`src/rtl/irq_prio_pkg.sv`:
```
package irq_prio_pkg;
  typedef enum logic [2:0] {
    CMD_NOP     = 3'd0,
    CMD_END_TOP = 3'd1,
    CMD_END_LVL = 3'd2,
    CMD_ROT_TOP = 3'd3,
    CMD_ROT_LVL = 3'd4,
    CMD_SET_LOW = 3'd5,
    CMD_RSV6    = 3'd6,
    CMD_RSV7    = 3'd7
  } cmd_op_e;
endpackage

```
`src/rtl/irq_prio_pick.sv`:
```
// Circular priority pick: rotate so the highest-ranked level sits at bit 0,
// fixed encode, rotate the index back. rank_o is the index in rotated space.
module irq_prio_pick #(
  parameter int N = 8,
  localparam int W = $clog2(N)
) (
  input  logic [N-1:0] vec_i,
  input  logic [W-1:0] lowest_i,
  output logic         valid_o,
  output logic [W-1:0] idx_o,
  output logic [W-1:0] rank_o
);
  logic [W-1:0]   shift;
  logic [2*N-1:0] dbl;
  logic [N-1:0]   rot;
  logic [W-1:0]   enc;

  always_comb begin
    shift = lowest_i + W'(1);
    dbl   = {vec_i, vec_i} >> shift;
    rot   = dbl[N-1:0];
    enc   = '0;
    for (int i = N - 1; i >= 0; i--) begin
      if (rot[i]) enc = W'(i);
    end
  end

  assign valid_o = |vec_i;
  assign rank_o  = enc;
  assign idx_o   = enc + shift;
endmodule

```
`src/rtl/irq_req_latch.sv`:
```
module irq_req_latch #(
  parameter int N = 8
) (
  input  logic         clk,
  input  logic         rst,
  input  logic [N-1:0] req_i,
  input  logic         level_mode_i,
  input  logic [N-1:0] clr_i,
  output logic [N-1:0] pend_o
);
  logic [N-1:0] req_q;
  logic [N-1:0] pend_d;

  always_comb begin
    if (level_mode_i) pend_d = req_i & ~clr_i;
    else              pend_d = (pend_o & ~clr_i) | (req_i & ~req_q);
  end

  always_ff @(posedge clk) begin
    if (rst) begin
      req_q  <= '0;
      pend_o <= '0;
    end else begin
      req_q  <= req_i;
      pend_o <= pend_d;
    end
  end
endmodule

```
`src/rtl/irq_service_ctl.sv`:
```
module irq_service_ctl
  import irq_prio_pkg::*;
#(
  parameter int N = 8,
  localparam int W = $clog2(N)
) (
  input  logic         clk,
  input  logic         rst,
  input  logic         mark_i,
  input  logic [W-1:0] mark_idx_i,
  input  logic         cmd_valid_i,
  input  cmd_op_e      cmd_op_i,
  input  logic [W-1:0] cmd_level_i,
  input  logic         top_valid_i,
  input  logic [W-1:0] top_idx_i,
  output logic [N-1:0] insvc_o,
  output logic [W-1:0] lowest_o
);
  logic [N-1:0] clr;
  logic [N-1:0] set;
  logic [W-1:0] lowest_d;

  always_comb begin
    clr      = '0;
    lowest_d = lowest_o;
    if (cmd_valid_i) begin
      case (cmd_op_i)
        CMD_END_TOP: if (top_valid_i) clr[top_idx_i] = 1'b1;
        CMD_END_LVL: clr[cmd_level_i] = 1'b1;
        CMD_ROT_TOP: if (top_valid_i) begin
          clr[top_idx_i] = 1'b1;
          lowest_d       = top_idx_i;
        end
        CMD_ROT_LVL: begin
          clr[cmd_level_i] = 1'b1;
          lowest_d         = cmd_level_i;
        end
        CMD_SET_LOW: lowest_d = cmd_level_i;
        default: ;
      endcase
    end
    set = mark_i ? (N'(1) << mark_idx_i) : '0;
  end

  always_ff @(posedge clk) begin
    if (rst) begin
      insvc_o  <= '0;
      lowest_o <= W'(N - 1);
    end else begin
      insvc_o  <= (insvc_o & ~clr) | set;
      lowest_o <= lowest_d;
    end
  end
endmodule

```
`src/rtl/irq_prio_resolver.sv`:
```
module irq_prio_resolver
  import irq_prio_pkg::*;
#(
  parameter int N = 8,
  localparam int W = $clog2(N)
) (
  input  logic         clk,
  input  logic         rst,
  input  logic [N-1:0] req_i,
  input  logic [N-1:0] mask_i,
  input  logic         level_mode_i,
  input  logic         ack_i,
  input  logic         cmd_valid_i,
  input  logic [2:0]   cmd_op_i,
  input  logic [W-1:0] cmd_level_i,
  output logic         irq_o,
  output logic [W-1:0] vec_o
);
  logic [N-1:0] irr;
  logic [N-1:0] isr;
  logic [N-1:0] cand;
  logic [N-1:0] ack_clr;
  logic [W-1:0] lowest;
  logic         req_v, isr_v, grant;
  logic [W-1:0] req_idx, req_rank, isr_idx, isr_rank;

  assign cand    = irr & ~mask_i;
  assign ack_clr = ack_i ? (N'(1) << vec_o) : '0;

  irq_req_latch #(.N(N)) u_latch (
    .clk(clk), .rst(rst), .req_i(req_i), .level_mode_i(level_mode_i),
    .clr_i(ack_clr), .pend_o(irr)
  );

  irq_prio_pick #(.N(N)) u_pick_req (
    .vec_i(cand), .lowest_i(lowest), .valid_o(req_v), .idx_o(req_idx),
    .rank_o(req_rank)
  );

  irq_prio_pick #(.N(N)) u_pick_isr (
    .vec_i(isr), .lowest_i(lowest), .valid_o(isr_v), .idx_o(isr_idx),
    .rank_o(isr_rank)
  );

  irq_service_ctl #(.N(N)) u_svc (
    .clk(clk), .rst(rst), .mark_i(ack_i), .mark_idx_i(vec_o),
    .cmd_valid_i(cmd_valid_i), .cmd_op_i(cmd_op_e'(cmd_op_i)),
    .cmd_level_i(cmd_level_i), .top_valid_i(isr_v), .top_idx_i(isr_idx),
    .insvc_o(isr), .lowest_o(lowest)
  );

  assign grant = req_v && (!isr_v || (req_rank < isr_rank));

  always_ff @(posedge clk) begin
    if (rst) begin
      irq_o <= 1'b0;
      vec_o <= '0;
    end else begin
      irq_o <= grant;
      vec_o <= req_v ? req_idx : '0;
    end
  end
endmodule

```
`config.mk`:
```
export PLATFORM = sky130hd
export DESIGN_NAME = irq_prio_resolver
export DESIGN_NICKNAME = d
export VERILOG_FILES = /design/src/rtl/irq_prio_pkg.sv /design/src/rtl/irq_prio_pick.sv /design/src/rtl/irq_req_latch.sv /design/src/rtl/irq_service_ctl.sv /design/src/rtl/irq_prio_resolver.sv
export SDC_FILE = /design/constraint.sdc
export NUM_CORES = 1
export LEC_CHECK = 0
export ABC_AREA = 0
export BUFFER_PORTS_ARGS = -buffer_cell sky130_fd_sc_hd__clkbuf_2
export CORE_UTILIZATION = 63
export CTS_CLUSTER_DIAMETER = 30
export DETAILED_ROUTE_END_ITERATION = 10
export HOLD_SLACK_MARGIN = 0.03
export PLACE_DENSITY = 0.95
export SLEW_MARGIN = 0
export SYNTH_ARGS = -nofsm -noshare
export SYNTH_HDL_FRONTEND = slang
export SYNTH_SLANG_ARGS = --single-unit
```
`constraint.sdc`:
```
create_clock -name clk -period 10.34 [get_ports clk]
set_input_delay 1.551 -clock clk [delete_from_list [all_inputs] [get_ports clk]]
set_output_delay 1.551 -clock clk [all_outputs]
set_load 0.005 [all_outputs]
```
==> impl_metrics.py <==
metrics = {
    "floorplanning": {
        "die_area_um2": 4250,
        "die_width_um": 65.2,
        "effective_utilization_at_floorplan_pct": 67.3,
        "num_rows": 22,
        "die-height_um": 65.2,
        "design.portCount": 31,
        "core_um2": 3740,
    },
    "route": {
        "route.detailed.drc": 0,
        "vias": 2398,
        "wirelength_mm": 6.17,
        "routed_wire_length_per_instance_um": 17.1,
        "number_of_iterations_in_the_first_detailed_routing_pass": 5,
        "viasPerCell": 6.66,
        "drtAntennaViolNets": 0,
        "drt-initial-drc-count": 320,
    },
    "power_and_ir_drop": {
        "vdd.ir_drop.worst_mv": 0.153,
        "cell_pwr_density_nw_per_um2": 177,
        "p_leak_nw": 1.11,
    },
    "clock_tree": {
        "postCtsResizedCells": 0,
        "clock_latency_ns": 0.29,
        "numCtsBuffers": 5,
        "h-tree-depth": 2,
        "max-clock-path-buffers": 2,
        "tritoncts": "done",
        "clock-sinks": 31,
        "clk_pin_slew_ns": 0.07,
        "cts_post_setup_buffers_inserted": 0,
        "root_buffer": "clkbuf_8",
        "cts_hold_repair.buffers": 0,
    },
    "synthesis": {
        "synth_xor_area_share_pct": 2.73,
        "synth-seq-cells": 31,
        "yosys_top_cell_area_share_pct": 24.6,
        "synthSimpleGateAreaFrac_pct": 28.8,
        "synth_area_per_cell_um2": 8.87,
        "netlist_instances": 284,
        "yosysSeqAreaShare_pct": 24.6,
        "synth_top_area_cell": "dfxtp_1",
        "yosysUniqueCellTypes": 50,
        "largest_family_of_logic_cells_by_synthesized_area": "simple AND/OR/NAND/NOR gates",
        "synthesis.nets": 318,
        "muxShareOfSynthArea_pct": 20.0,
        "synth-compound-area-share_pct": 16.0,
        "synth_top_cells_by_area": "dfxtp_1, mux4_2, nor2b_1, mux4_1, nor2_1",
        "syn-cell-area_um2": 2520,
        "synth-main-ff-cell": "dfxtp_1",
        "yosys_warnings": 0,
        "synth_enable_flop_cells": 0,
        "netlist_top_cells_count": "dfxtp_1, nor2_1, nor2b_1, nand2_1, a31oi_1",
        "synthArstFlopShare_pct": 0,
        "synth_fa_ha_area_share_pct": 4.47,
    },
    "timing": {
        "final-setup-viol-count": 0,
        "setup_repair_after_global_routing_missed_its_margin": "no",
        "tightest_slew_ns": 0.904,
        "final_min_period_over_clock_period_pct": 42.7,
        "max_freq_mhz": 227,
        "timing.slew.headroom_pct": 39.7,
        "finClkSkew_ns": 0.00653,
        "hold_viol_final": 0,
        "setup-tns-final_ns": 0,
        "final_slew_violations": 0,
        "fin_crit_ns": 4.41,
    },
    "final_layout": {
        "design.final.nets": 345,
        "post_route_cells_drive_above_1_share_pct": 19.6,
        "final-instance-count-excl-fill": 360,
        "multi_input_comb_area_um2": 1810,
        "seqCellArea_um2": 621,
        "antenna_cells": 0,
        "synthToLayoutAreaGrowth_pct": 10.6,
        "fillCellCount": 267,
    },
    "setup_path": {
        "path_class": "reg2reg",
        "crit_chain": "ha_1 -> xor2_2 -> mux4_2 -> mux2i_1 -> nor2b_1 -> nor3_1 -> o311ai_0 -> inv_1 -> ha_1 -> or4b_1 -> a31oi_1",
        "start_kind": "flip-flop",
        "crit_path_end_kind": "flip-flop",
        "rr_startpoint": "u_svc.lowest_o[0]$_SDFFE_PP1P_",
        "startpoint_of_the_worst_setup_timing_path": "u_svc.lowest_o[0]$_SDFFE_PP1P_",
        "worst_path_max_delay_cell": "dfxtp_1",
        "critPathMaxFanout": 20,
        "critical-path-top-cell-by-count": "ha_1",
        "critical-path-max-stage-delay_ns": 0.85,
        "req_time_crit_path_ns": 10.56,
        "crit_path_arrival_time_ns": 4.64,
    },
    "flow_run": {
        "drv_cap": 0,
    },
    "placement": {
        "port_buffers": 30,
        "weighted_congestion_at_the_end_of_routability_driven_global_placement": 0.970,
        "placed_cells_incl_taps": 352,
        "dp.final_hpwl_mm": 4.55,
    },
    "grt": {
        "first_global_vias": 2239,
        "grt.total_usage_pct": 31.6,
        "grt_start_max_net_pins": 29,
        "grt.overflow.total": 0,
        "wire_length_of_the_first_global_routing_pass_mm": 10.2,
        "grt_antenna_before_repair": 0,
    },
    "run_status": {
        "run_status": "complete, no violations",
    },
    "hold_path": {
        "hold_path_startpoint": "u_svc.lowest_o[1]$_SDFFE_PP1P_",
        "hp-class": "reg2reg",
    },
}
cells by family after synthesis:
logic type	Yosys count
adders and majority gates	8
and+or+nand+nor	133
muxes	25
xor gates and xnor gates	7
DFF	31
buffers and inverters	19
AOI/OAI and AO/OA	61
layout make-up:
cell class              instances  share of cell area (%)
repair buffers                 30                    5.39
clock inverters                 1                   0.269
flip-flops and latches         31                    22.3
well taps                      48                    2.16
multi-input cells             234                    65.1
inverters                       9                    1.39
clock buffers                   7                    3.46
flip-flops by register name, indices dropped and copies added, names as in the netlist:
signal	count
irq_o	1
u_latch.pend_o	8
u_latch.req_q	8
vec_o	3
u_svc.lowest_o	3
u_svc.insvc_o	8
cell usage in the layout (no fill, tap or decap), drive strengths merged, types with 2 or more instances in the layout:
master / n
clkbuf: 37
nor2: 31
dfxtp: 31
nor2b: 29
nand2: 21
mux4: 18
a31oi: 16
a21oi: 14
nand2b: 13
o21ai: 10
inv: 9
nand3: 6
nand3b: 6
xnor2: 5
nor4: 5
nand4: 5
o221ai: 5
ha: 5
nor3: 4
mux2: 4
or3b: 4
nor3b: 3
mux2i: 3
o21bai: 2
o311ai: 2
a21o: 2
a211o: 2
fa: 2
xor2: 2
metrics by stage:
step / total power, W / cell area (um2) / utilization [%] / hold WS, ns / setup WS, ns
floorplan: 0.000322 / 2520 / - / 0.440 / 6.44
global placement: 0.000367 / 2680 / 71.7 / 0.463 / 6.11
detailed placement: 0.000378 / 2680 / 71.7 / 0.468 / 5.90
CTS: 0.000488 / 2790 / 74.4 / 0.485 / 5.89
global route: 0.000522 / 2790 / 74.4 / 0.509 / 5.53
finish: 0.000492 / 2790 / 74.4 / 0.481 / 5.93
where the power goes:
group	internal (W)	total (W)	leakage (nW)	switching, W
Combinational	0.000102	0.000228	0.804	0.000126
Clock	0.0000605	0.000109	0.0505	0.0000486
Sequential	0.000134	0.000155	0.256	0.0000207
Total	0.000296	0.000492	1.11	0.000196
critical path, delay by kind of cell (launching register included):
kind                       cells  cell delay (ns)
AOI/OAI and AO/OA              2             0.67
xor gates and xnor gates       1             0.73
adders and majority gates      2             0.57
buffers and inverters          1             0.13
DFF                            1             0.85
muxes                          2             0.65
and+or+nand+nor                3             0.74
final timing paths:
kind | slack [ns] | to | cells after the start
worst min register to register | 0.48 | u_svc.lowest_o[1]$_SDFFE_PP1P_ | 1
worst max register to register | 5.93 | irq_o$_SDFF_PP0_ | 11
worst max-delay path | 5.93 | irq_o$_SDFF_PP0_ | 11
worst min-delay path | 0.48 | u_svc.lowest_o[1]$_SDFFE_PP1P_ | 1
per-layer routing:
metal	vias up	routed length, um	track usage [%]	part of all wire [%]
met5	-	0	0	0
met4	0	97	10.1	1.6
met3	14	490	5.73	7.9
met2	121	2960	52.4	48
met1	1136	2630	41.3	43
li1	1127	-	-	-
No activity file was read; power rests on OpenSTA's default activity.
